$ cat config.mk
export PLATFORM = sky130hd
export DESIGN_NAME = bus_recovery_seq
export DESIGN_NICKNAME = d
export VERILOG_FILES = /design/src/rtl/brs_pkg.sv /design/src/rtl/brs_sync.sv /design/src/rtl/brs_phase_timer.sv /design/src/rtl/bus_recovery_seq.sv
export SDC_FILE = /design/constraint.sdc
export NUM_CORES = 1
export LEC_CHECK = 0
export CORE_MARGIN = 2
export CORE_UTILIZATION = 51
export DETAILED_ROUTE_END_ITERATION = 6
export PLACE_DENSITY = 0.76
export SLEW_MARGIN = 0
export SYNTH_ARGS = -nofsm -noshare
export SYNTH_HDL_FRONTEND = slang
export SYNTH_HIERARCHICAL = 1
export SYNTH_SLANG_ARGS = --single-unit
$ cat constraint.sdc
create_clock -name clk -period 3.8 [get_ports clk]
set_input_delay 0.76 -clock clk [delete_from_list [all_inputs] [get_ports clk]]
set_output_delay 0.76 -clock clk [all_outputs]
set_load 0.01 [all_outputs]
$ cat src/rtl/brs_pkg.sv
// Shared types for the bus recovery sequencer.
// Assumes: nothing beyond IEEE 1800-2017.
package brs_pkg;
    typedef enum logic [2:0] {
        ST_IDLE,   // both lines released, waiting for a request
        ST_LOW,    // SCL pulled low for one phase
        ST_HIGH,   // SCL released, timer runs while SCL reads high
        ST_GAP,    // both released for one phase before the start
        ST_START   // SDA pulled low with SCL high
    } brs_state_e;
endpackage

$ cat src/rtl/brs_sync.sv
// Multi-stage synchroniser for asynchronous line inputs.
// Assumes: lines idle high, so the stages reset to 1.
module brs_sync #(
    parameter int WIDTH  = 2,
    parameter int STAGES = 2
) (
    input  logic             clk,
    input  logic             rst_n,
    input  logic [WIDTH-1:0] d_in,
    output logic [WIDTH-1:0] q_out
);
    localparam int LAST = STAGES - 1;

    for (genvar b = 0; b < WIDTH; b++) begin : g_bit
        logic [STAGES-1:0] chain;
        // Shift the raw line level through the stage chain.
        always_ff @(posedge clk) begin
            if (!rst_n) chain <= '1;
            else        chain <= {chain[STAGES-2:0], d_in[b]};
        end
        assign q_out[b] = chain[LAST];
    end
endmodule

$ cat src/rtl/brs_phase_timer.sv
// Down-counter timing one SCL phase. A load sets it to len-1 and it
// counts down while run is high. expired is high once the count is zero.
// Assumes: load_val is at least 1.
module brs_phase_timer #(
    parameter int W = 8
) (
    input  logic         clk,
    input  logic         rst_n,
    input  logic         load,
    input  logic [W-1:0] load_val,
    input  logic         run,
    output logic         expired
);
    logic [W-1:0] cnt;

    // Load on phase entry, otherwise count down while enabled.
    always_ff @(posedge clk) begin
        if (!rst_n)                   cnt <= '0;
        else if (load)                cnt <= load_val - W'(1);
        else if (run && cnt != '0)    cnt <= cnt - W'(1);
    end

    assign expired = (cnt == '0);

    AST_TIMER_HOLDS: assert property (@(posedge clk) disable iff (!rst_n)
        (!load && !run) |=> $stable(cnt)) else $error("timer moved while paused");
endmodule

$ cat src/rtl/bus_recovery_seq.sv
// Bus recovery sequencer top. Issues up to MAX_PULSES SCL pulses through
// open-drain enables and samples SDA at the end of each high phase. Once
// SDA is seen high it holds both lines released for one phase, then pulls
// SDA low with SCL high (start) and lets both go. If SDA is still low
// after the last pulse it flags fail.
// Assumes: scl_in and sda_in are the wired-AND line levels and may be
// asynchronous. phase_div below MIN_PHASE is raised to MIN_PHASE.
module bus_recovery_seq
    import brs_pkg::*;
#(
    parameter int DIV_W       = 8,
    parameter int MIN_PHASE   = 4,
    parameter int MAX_PULSES  = 9,
    parameter int SYNC_STAGES = 2
) (
    input  logic             clk,
    input  logic             rst_n,
    input  logic             recover_req,
    input  logic [DIV_W-1:0] phase_div,
    output logic             scl_oe,
    output logic             sda_oe,
    input  logic             scl_in,
    input  logic             sda_in,
    output logic             done,
    output logic             fail
);
    localparam int               CNT_W  = $clog2(MAX_PULSES + 1);
    localparam logic [DIV_W-1:0] MIN_PH = DIV_W'(MIN_PHASE);
    localparam logic [CNT_W-1:0] LAST_P = CNT_W'(MAX_PULSES);

    brs_state_e       state, state_nx;
    logic [1:0]       lines_s;
    logic             scl_s, sda_s;
    logic [DIV_W-1:0] phase_q, phase_eff, load_val;
    logic [CNT_W-1:0] pulse_cnt;
    logic             accept, t_load, t_run, t_expired;

    brs_sync #(.WIDTH(2), .STAGES(SYNC_STAGES)) u_sync (
        .clk   (clk),
        .rst_n (rst_n),
        .d_in  ({scl_in, sda_in}),
        .q_out (lines_s)
    );
    assign scl_s = lines_s[1];
    assign sda_s = lines_s[0];

    // Clamp the divider to the minimum phase length.
    assign phase_eff = (phase_div < MIN_PH) ? MIN_PH : phase_div;
    assign accept    = (state == ST_IDLE) && recover_req;

    // Next-state decision for the recovery sequence.
    always_comb begin
        state_nx = state;
        unique case (state)
            ST_IDLE:  if (accept) state_nx = ST_LOW;
            ST_LOW:   if (t_expired) state_nx = ST_HIGH;
            ST_HIGH:  if (t_expired && scl_s) begin
                          if (sda_s)                    state_nx = ST_GAP;
                          else if (pulse_cnt == LAST_P) state_nx = ST_IDLE;
                          else                          state_nx = ST_LOW;
                      end
            ST_GAP:   if (t_expired && scl_s) state_nx = ST_START;
            ST_START: if (t_expired) state_nx = ST_IDLE;
            default:  state_nx = ST_IDLE;
        endcase
    end

    // Timer controls: reload on each timed entry, run while SCL is high.
    always_comb begin
        t_load   = (state_nx != state) && (state_nx != ST_IDLE);
        load_val = accept ? phase_eff : phase_q;
        unique case (state)
            ST_LOW:  t_run = 1'b1;
            ST_IDLE: t_run = 1'b0;
            default: t_run = scl_s;
        endcase
    end

    brs_phase_timer #(.W(DIV_W)) u_timer (
        .clk      (clk),
        .rst_n    (rst_n),
        .load     (t_load),
        .load_val (load_val),
        .run      (t_run),
        .expired  (t_expired)
    );

    // State, latched phase length and pulse counter.
    always_ff @(posedge clk) begin
        if (!rst_n) begin
            state     <= ST_IDLE;
            phase_q   <= MIN_PH;
            pulse_cnt <= '0;
        end else begin
            state <= state_nx;
            if (accept) begin
                phase_q   <= phase_eff;
                pulse_cnt <= '0;
            end else if (state == ST_LOW && state_nx == ST_HIGH) begin
                pulse_cnt <= pulse_cnt + CNT_W'(1);
            end
        end
    end

    // Outcome flags: set at the end of a recovery, cleared on acceptance.
    always_ff @(posedge clk) begin
        if (!rst_n) begin
            done <= 1'b0;
            fail <= 1'b0;
        end else if (accept) begin
            done <= 1'b0;
            fail <= 1'b0;
        end else begin
            if (state == ST_START && state_nx == ST_IDLE) done <= 1'b1;
            if (state == ST_HIGH  && state_nx == ST_IDLE) fail <= 1'b1;
        end
    end

    // Open-drain enables: 1 pulls the line low.
    assign scl_oe = (state == ST_LOW);
    assign sda_oe = (state == ST_START);

    AST_PULSE_LIMIT: assert property (@(posedge clk) disable iff (!rst_n)
        pulse_cnt <= LAST_P) else $error("too many pulses");
    AST_SDA_FREE_WHILE_CLOCKING: assert property (@(posedge clk) disable iff (!rst_n)
        (state == ST_LOW || state == ST_HIGH) |-> !sda_oe) else $error("sda pulled while clocking");
    AST_START_WITH_SCL_HIGH: assert property (@(posedge clk) disable iff (!rst_n)
        $rose(sda_oe) |-> $past(scl_s) && $past(state) == ST_GAP) else $error("start without bus free");
    AST_IDLE_RELEASED: assert property (@(posedge clk) disable iff (!rst_n)
        (state == ST_IDLE) |-> (!scl_oe && !sda_oe)) else $error("line held in idle");
    AST_PHASE_FLOOR: assert property (@(posedge clk) disable iff (!rst_n)
        phase_q >= MIN_PH) else $error("phase below floor");
    AST_FLAGS_EXCLUSIVE: assert property (@(posedge clk) disable iff (!rst_n)
        !(done && fail)) else $error("done and fail together");
    AST_BUSY_IGNORES_REQ: assert property (@(posedge clk) disable iff (!rst_n)
        (state != ST_IDLE && recover_req) |=> $stable(phase_q)) else $error("request taken while busy");
endmodule

==> summary.txt, run 1 <==
final worst-path cycle share -> 0.935
Yosys Warn Count -> 6
Boundary Pins -> 17
GRT Util Overall -> 0.228
post-synthesis area per instance -> 8.37 sq um
Max-Cap Viols -> 0
Worst-Margin Slew -> 0.682 ns
most frequent cells in the layout -> dfxtp_1 (29), nand2_1 (26), clkdlybuf4s50_1 (16)
critical path fanouts, max -> 6
Syn Inst Count -> 204
Root Driver -> clkbuf_4
DRC -> 0
Mapped Area -> 1710 sq um
DIE WIDTH -> 61.8 um
H-tree levels -> 2
Relative slew margins -> 0.544
area of the multi-input gates -> 1020 sq um
status -> finished, final reports clean
area grow syn2layout -> 15.2%
WL per Instance -> 14.0 um
Reg clk slew, reported paths -> 0.10 ns
# port buffers -> 16
power density over cell area -> 725 nW/um^2
Arr. time, crit path -> 3.85 ns
number of global-route vias before repair -> 1,402
layout cell share with drive strength beyond 1 -> 0.131
Max clock buf depth -> 2
Seq/Total Area, Yosys -> 0.340
Max VDD drop -> 0.391 mV
pins over their slew limit -> 0
core area -> 3280 sq um
post-detail-place hpwl -> 2640 um
GPL Wtd Cong -> 0.878
P_leak -> 0.750 nW
post-route ant nets -> 0
final setup fails -> 0
die height -> 61.8 um
critical path class -> flip-flop to flip-flop
Synth top area share -> 0.340
Max Freq -> 281 MHz
Worst-Skew Late Latency -> 0.34 ns
die area -> 3820 sq um
Synth Flop Type -> dfxtp_1
area taken by flip-flops and latches -> 581 sq um
vias per inst -> 5.57
FFs w/ async S/R, synth -> 0
overall routed net length -> 3760 um
total negative slack -> 0 ns
most common cell after layout, fill and taps aside -> dfxtp_1
worst hold path class -> flip-flop to flip-flop
Tmin final -> 3.55 ns
final hold viol count -> 0
largest net degree at the start of global routing -> 25
fill count -> 299
CTS Sinks -> 29
first-pass GRT wire length -> 6340 um
# diodes -> 0
Setup Fix Bufs, Post-CTS -> 0
fin nets -> 237
WHS -> 0.417 ns
initial antenna violation count -> 0
Core Rows -> 21
critical path endpoint category -> flip-flop
Post-synth EDFFs -> 0
post-layout util -> 0.599
top cells by area, synth -> dfxtp_1 (34%), nand2_1 (5.7%), nor2_1 (3.5%), a21oi_1 (3.2%), and2_1 (2.9%)
Starting DRT DRC Count -> 197
clk_skew -> 0.00718 ns
syn nets -> 220
starting density of the core -> 0.520
Worst Path Required -> 4.09 ns
total CTS buffers -> 5
drt pass-1 iters -> 4
vias after detailed routing -> 1,494
#FFs+latches synth -> 29
Yosys top cell by area -> dfxtp_1
CTS Hold Bufs -> 0
TritonCTS clock tree -> done
Startpoint Class -> flip-flop
Overflow after GRT -> 0
synth unique cells -> 56
-- power by group --
part           switching (mW)  internal (mW)  total (mW)
Clock                   0.111          0.157       0.268
Combinational           0.415          0.326       0.741
Sequential             0.0603          0.356       0.417
Total                   0.587          0.839        1.43
-- path summary, 6_finish.rpt --
path	start	cells after the start	slack [ns]	endpoint
worst max-delay path	u_timer/cnt[2]$_SDFFE_PN0P_	13	0.25	u_timer/cnt[4]$_SDFFE_PN0P_
worst min-delay path	u_sync/g_bit[0].chain[0]$_SDFF_PN1_	1	0.42	u_sync/g_bit[0].chain[1]$_SDFF_PN1_
worst max register to register	u_timer/cnt[2]$_SDFFE_PN0P_	13	0.25	u_timer/cnt[4]$_SDFFE_PN0P_
worst min register to register	u_sync/g_bit[0].chain[0]$_SDFF_PN1_	1	0.42	u_sync/g_bit[0].chain[1]$_SDFF_PN1_
-- cell usage after synthesis, types with 2 or more instances --
master	count
nand3b_1	4
and2_1	8
o311a_1	3
buf_2	2
a22oi_1	2
xnor2_1	4
o22ai_1	2
xor2_1	2
nand3_1	3
a21oi_1	11
o21ai_2	2
nand2b_1	6
o21ai_0	6
nand2_1	26
nor2_1	16
buf_4	4
nor2b_1	2
o21ai_1	2
dfxtp_1	29
ha_1	3
mux2i_1	4
and3_1	3
inv_1	9
o211ai_1	2
nor3b_1	5
or3_4	2
nor4_1	2
nor3_1	8
buf_6	3
a211oi_1	2
o21a_1	2
-- sequential cells by signal, summed over array words and instances, names as in the netlist --
name,count
u_timer/cnt,8
state,3
pulse_cnt,4
u_sync/g_bit.chain,4
phase_q,8
done,1
fail,1
-- metrics by stage --
step	std cells	cell area (sq um)	worst slack, ns	power (mW)
2_1_floorplan	204	1710	0.180	1.01
3_3_place_gp	260	1880	0.338	1.13
3_5_place_dp	260	1880	0.256	1.13
4_1_cts	268	1960	0.190	1.41
5_1_grt	268	1970	-0.00509	1.53
6_report	268	1970	0.246	1.43
-- cells by family after synthesis --
group,count (synthesis),synth area share
AO/OA/AOI/OAI,44,0.185
XOR/XNOR,6,0.0308
buffers and inverters,20,0.0674
AND/OR/NAND/NOR,98,0.331
adder cells (fa/ha/maj),3,0.0220
flip-flops,29,0.340
multiplexers,4,0.0235
-- critical path, cell delays in order, from the launching register on --
cell      delay (ns)
dfxtp_1         0.37
or3_4           0.42
or2_1           0.29
nor2_2          0.19
nor2b_1         0.18
nand3_1         0.13
nor3_1          0.24
a21o_1          0.21
mux2i_1         0.28
ha_2            0.30
nand3b_1        0.18
or3_2           0.44
o21ai_0         0.15
o21a_1          0.12
-- timing repair --
item	in CTS	in global routing
resized for setup	0	2
endpoints found under the hold margin	0	0
setup endpoints to repair	0	3
-- metal layers --
layer / GRT usage / up-vias / wire length [um]
met1: 0.297 / 692 / 1790
met5: 0 / - / 0
met3: 0.0600 / 4 / 153
met4: 0.0912 / 0 / 45
met2: 0.359 / 41 / 1780
li1: - / 757 / -
-- final cells by class --
class                      count  share of cell area
inverter                      10              0.0191
clock buffer                   7              0.0280
sequential                    29               0.295
tap                           46              0.0293
timing repair buffer          20              0.0967
multi-input combinational    155               0.517
clock inverter                 1              0.0153
No activity file was read; power rests on OpenSTA's default activity.
==> inputs of run 2 (changes only) <==
--- a/config.mk
+++ b/config.mk
@@ -5,6 +5,7 @@
 export SDC_FILE = /design/constraint.sdc
 export NUM_CORES = 1
 export LEC_CHECK = 0
+export CAP_MARGIN = 20
 export CORE_MARGIN = 2
 export CORE_UTILIZATION = 51
 export DETAILED_ROUTE_END_ITERATION = 6
==> results of run 2 <==
No change in the layout: final DEF, timing and power equal those of run 1.
==> inputs of run 3 (changes only) <==
--- a/config.mk
+++ b/config.mk
@@ -7,9 +7,9 @@
 export LEC_CHECK = 0
 export CAP_MARGIN = 20
 export CORE_MARGIN = 2
-export CORE_UTILIZATION = 51
+export CORE_UTILIZATION = 50
 export DETAILED_ROUTE_END_ITERATION = 6
-export PLACE_DENSITY = 0.76
+export PLACE_DENSITY = 0.75
 export SLEW_MARGIN = 0
 export SYNTH_ARGS = -nofsm -noshare
 export SYNTH_HDL_FRONTEND = slang
==> summary.txt, run 3 (same netlist as run 1, synthesis figures left out) <==
status -> finished, final reports clean
P_leak -> 0.752 nW
Worst Path Required -> 4.00 ns
area of the multi-input gates -> 1010 sq um
RR Endpoint -> u_timer/cnt[7]$_SDFFE_PN0P_
largest net degree at the start of global routing -> 25
DP Area -> 1880 sq um
reg-to-reg setup timing slack -> 0.41 ns
Root Driver -> clkbuf_4
core area -> 3310 sq um
area grow syn2layout -> 14.5%
R2R cell count -> 12
fin area -> 1950 sq um
final setup fails -> 0
post-detail-place hpwl -> 2560 um
TritonCTS clock tree -> done
critical path class -> flip-flop to flip-flop
fin cells -> 269
clk_skew -> 0.0119 ns
Max clock buf depth -> 2
final hold viol count -> 0
Starting DRT DRC Count -> 98
Max-Cap Viols -> 0
total CTS buffers -> 5
layout cell share with drive strength beyond 1 -> 0.130
drt pass-1 iters -> 4
post-route ant nets -> 0
initial antenna violation count -> 0
overall routed net length -> 3480 um
area taken by flip-flops and latches -> 581 sq um
GPL Wtd Cong -> 0.921
biggest regs -> phase_q x8, u_timer/cnt x8
worst hold path class -> flip-flop to flip-flop
fin nets -> 238
Reg clk slew, reported paths -> 0.09 ns
Overflow after GRT -> 0
Arr. time, crit path -> 3.58 ns
vias after detailed routing -> 1,485
PostCTS Resize Cnt -> 0
post-place setup slack -> 0.395 ns
DRC -> 0
CTS Sinks -> 29
Startpoint Class -> flip-flop
hold wc startpoint -> u_sync/g_bit[0].chain[0]$_SDFF_PN1_
Tmin final -> 3.39 ns
die area -> 3900 sq um
critical path endpoint category -> flip-flop
GRT Util Overall -> 0.199
Placed Cells -> 261
# diodes -> 0
pins over their slew limit -> 0
fill count -> 316
Final Worst Setup Slack -> 0.411 ns
Max VDD drop -> 0.279 mV
most frequent cells in the layout -> dfxtp_1 (29), nand2_1 (26), nor2_1 (16), clkdlybuf4s50_1 (16), a21oi_1 (11)
power density over cell area -> 696 nW/um^2
Worst Hold Depth -> 1
Setup Fix Bufs, Post-CTS -> 0
first-pass GRT wire length -> 6170 um
CP Launch Point -> u_timer/cnt[2]$_SDFFE_PN0P_
H-tree levels -> 2
# port buffers -> 16
Max Freq -> 295 MHz
total negative slack -> 0 ns
DIE WIDTH -> 62.4 um
final worst-path cycle share -> 0.892
number of global-route vias before repair -> 1,357
Core Rows -> 21
starting density of the core -> 0.515
hold path endpoint -> u_sync/g_bit[0].chain[1]$_SDFF_PN1_
CTS Hold Bufs -> 0
Relative slew margins -> 0.662
Reg-to-Reg Start -> u_timer/cnt[2]$_SDFFE_PN0P_
WL per Instance -> 13.0 um
Worst-Margin Slew -> 0.502 ns
Worst-Skew Late Latency -> 0.33 ns
Boundary Pins -> 17
most common cell after layout, fill and taps aside -> dfxtp_1
die height -> 62.4 um
RSZ-0062 raised after global routing -> no
critical path fanouts, max -> 24
vias per inst -> 5.52
==> run 3: cell type report <==
class	count	area share
clock buffers	7	0.0333
clock inverters	1	0.00256
inverters	10	0.0192
multi-input cells	155	0.517
flip-flops and latches	29	0.297
well taps	46	0.0294
repair buffers	21	0.101
==> run 3: report_power, final <==
group,internal [mW],switching (mW)
Sequential,0.356,0.0563
Clock,0.107,0.107
Combinational,0.328,0.406
Total,0.791,0.570
==> run 3: how the worst max path moves through the flow <==
| stage | endpoint | slack (ns) | cells after the start |
|---|---|---|---|
| floorplan | u_timer/cnt[4]$_SDFFE_PN0P_ | 0.18 | 16 |
| global placement | u_timer/cnt[4]$_SDFFE_PN0P_ | 0.46 | 10 |
| detailed placement | u_timer/cnt[4]$_SDFFE_PN0P_ | 0.40 | 10 |
| CTS | u_timer/cnt[7]$_SDFFE_PN0P_ | 0.44 | 12 |
| global route | u_timer/cnt[4]$_SDFFE_PN0P_ | 0.06 | 13 |
| finish | u_timer/cnt[7]$_SDFFE_PN0P_ | 0.41 | 12 |
==> run 3: worst max-delay path: stages (launching register included) <==
cell and delay [ns]:
dfxtp_1 0.36, or3_4 0.42, or2_1 0.26, nor2_1 0.18, o21ai_0 0.18, a31oi_2 0.23, o221ai_1 0.15, a21o_1 0.23
buf_4 0.23, nor4_2 0.39, a22oi_1 0.23, nor4_1 0.32, a2111oi_1 0.09
==> run 3: routing by layer <==
metal,vias to the layer above,track usage,part of all wire
met5,-,0,0
met4,0,0.0917,0.017
met3,5,0.0541,0.058
met2,42,0.298,0.45
met1,680,0.266,0.48
li1,758,-,-
==> run 3: per-stage QoR <==
step | hold WS [ns] | utilization | power, mW
global placement | 0.392 | 0.569 | 1.13
global route | 0.427 | 0.590 | 1.48
floorplan | 0.386 | - | 1.01
detailed placement | 0.392 | 0.569 | 1.14
CTS | 0.414 | 0.590 | 1.36
finish | 0.415 | 0.590 | 1.36
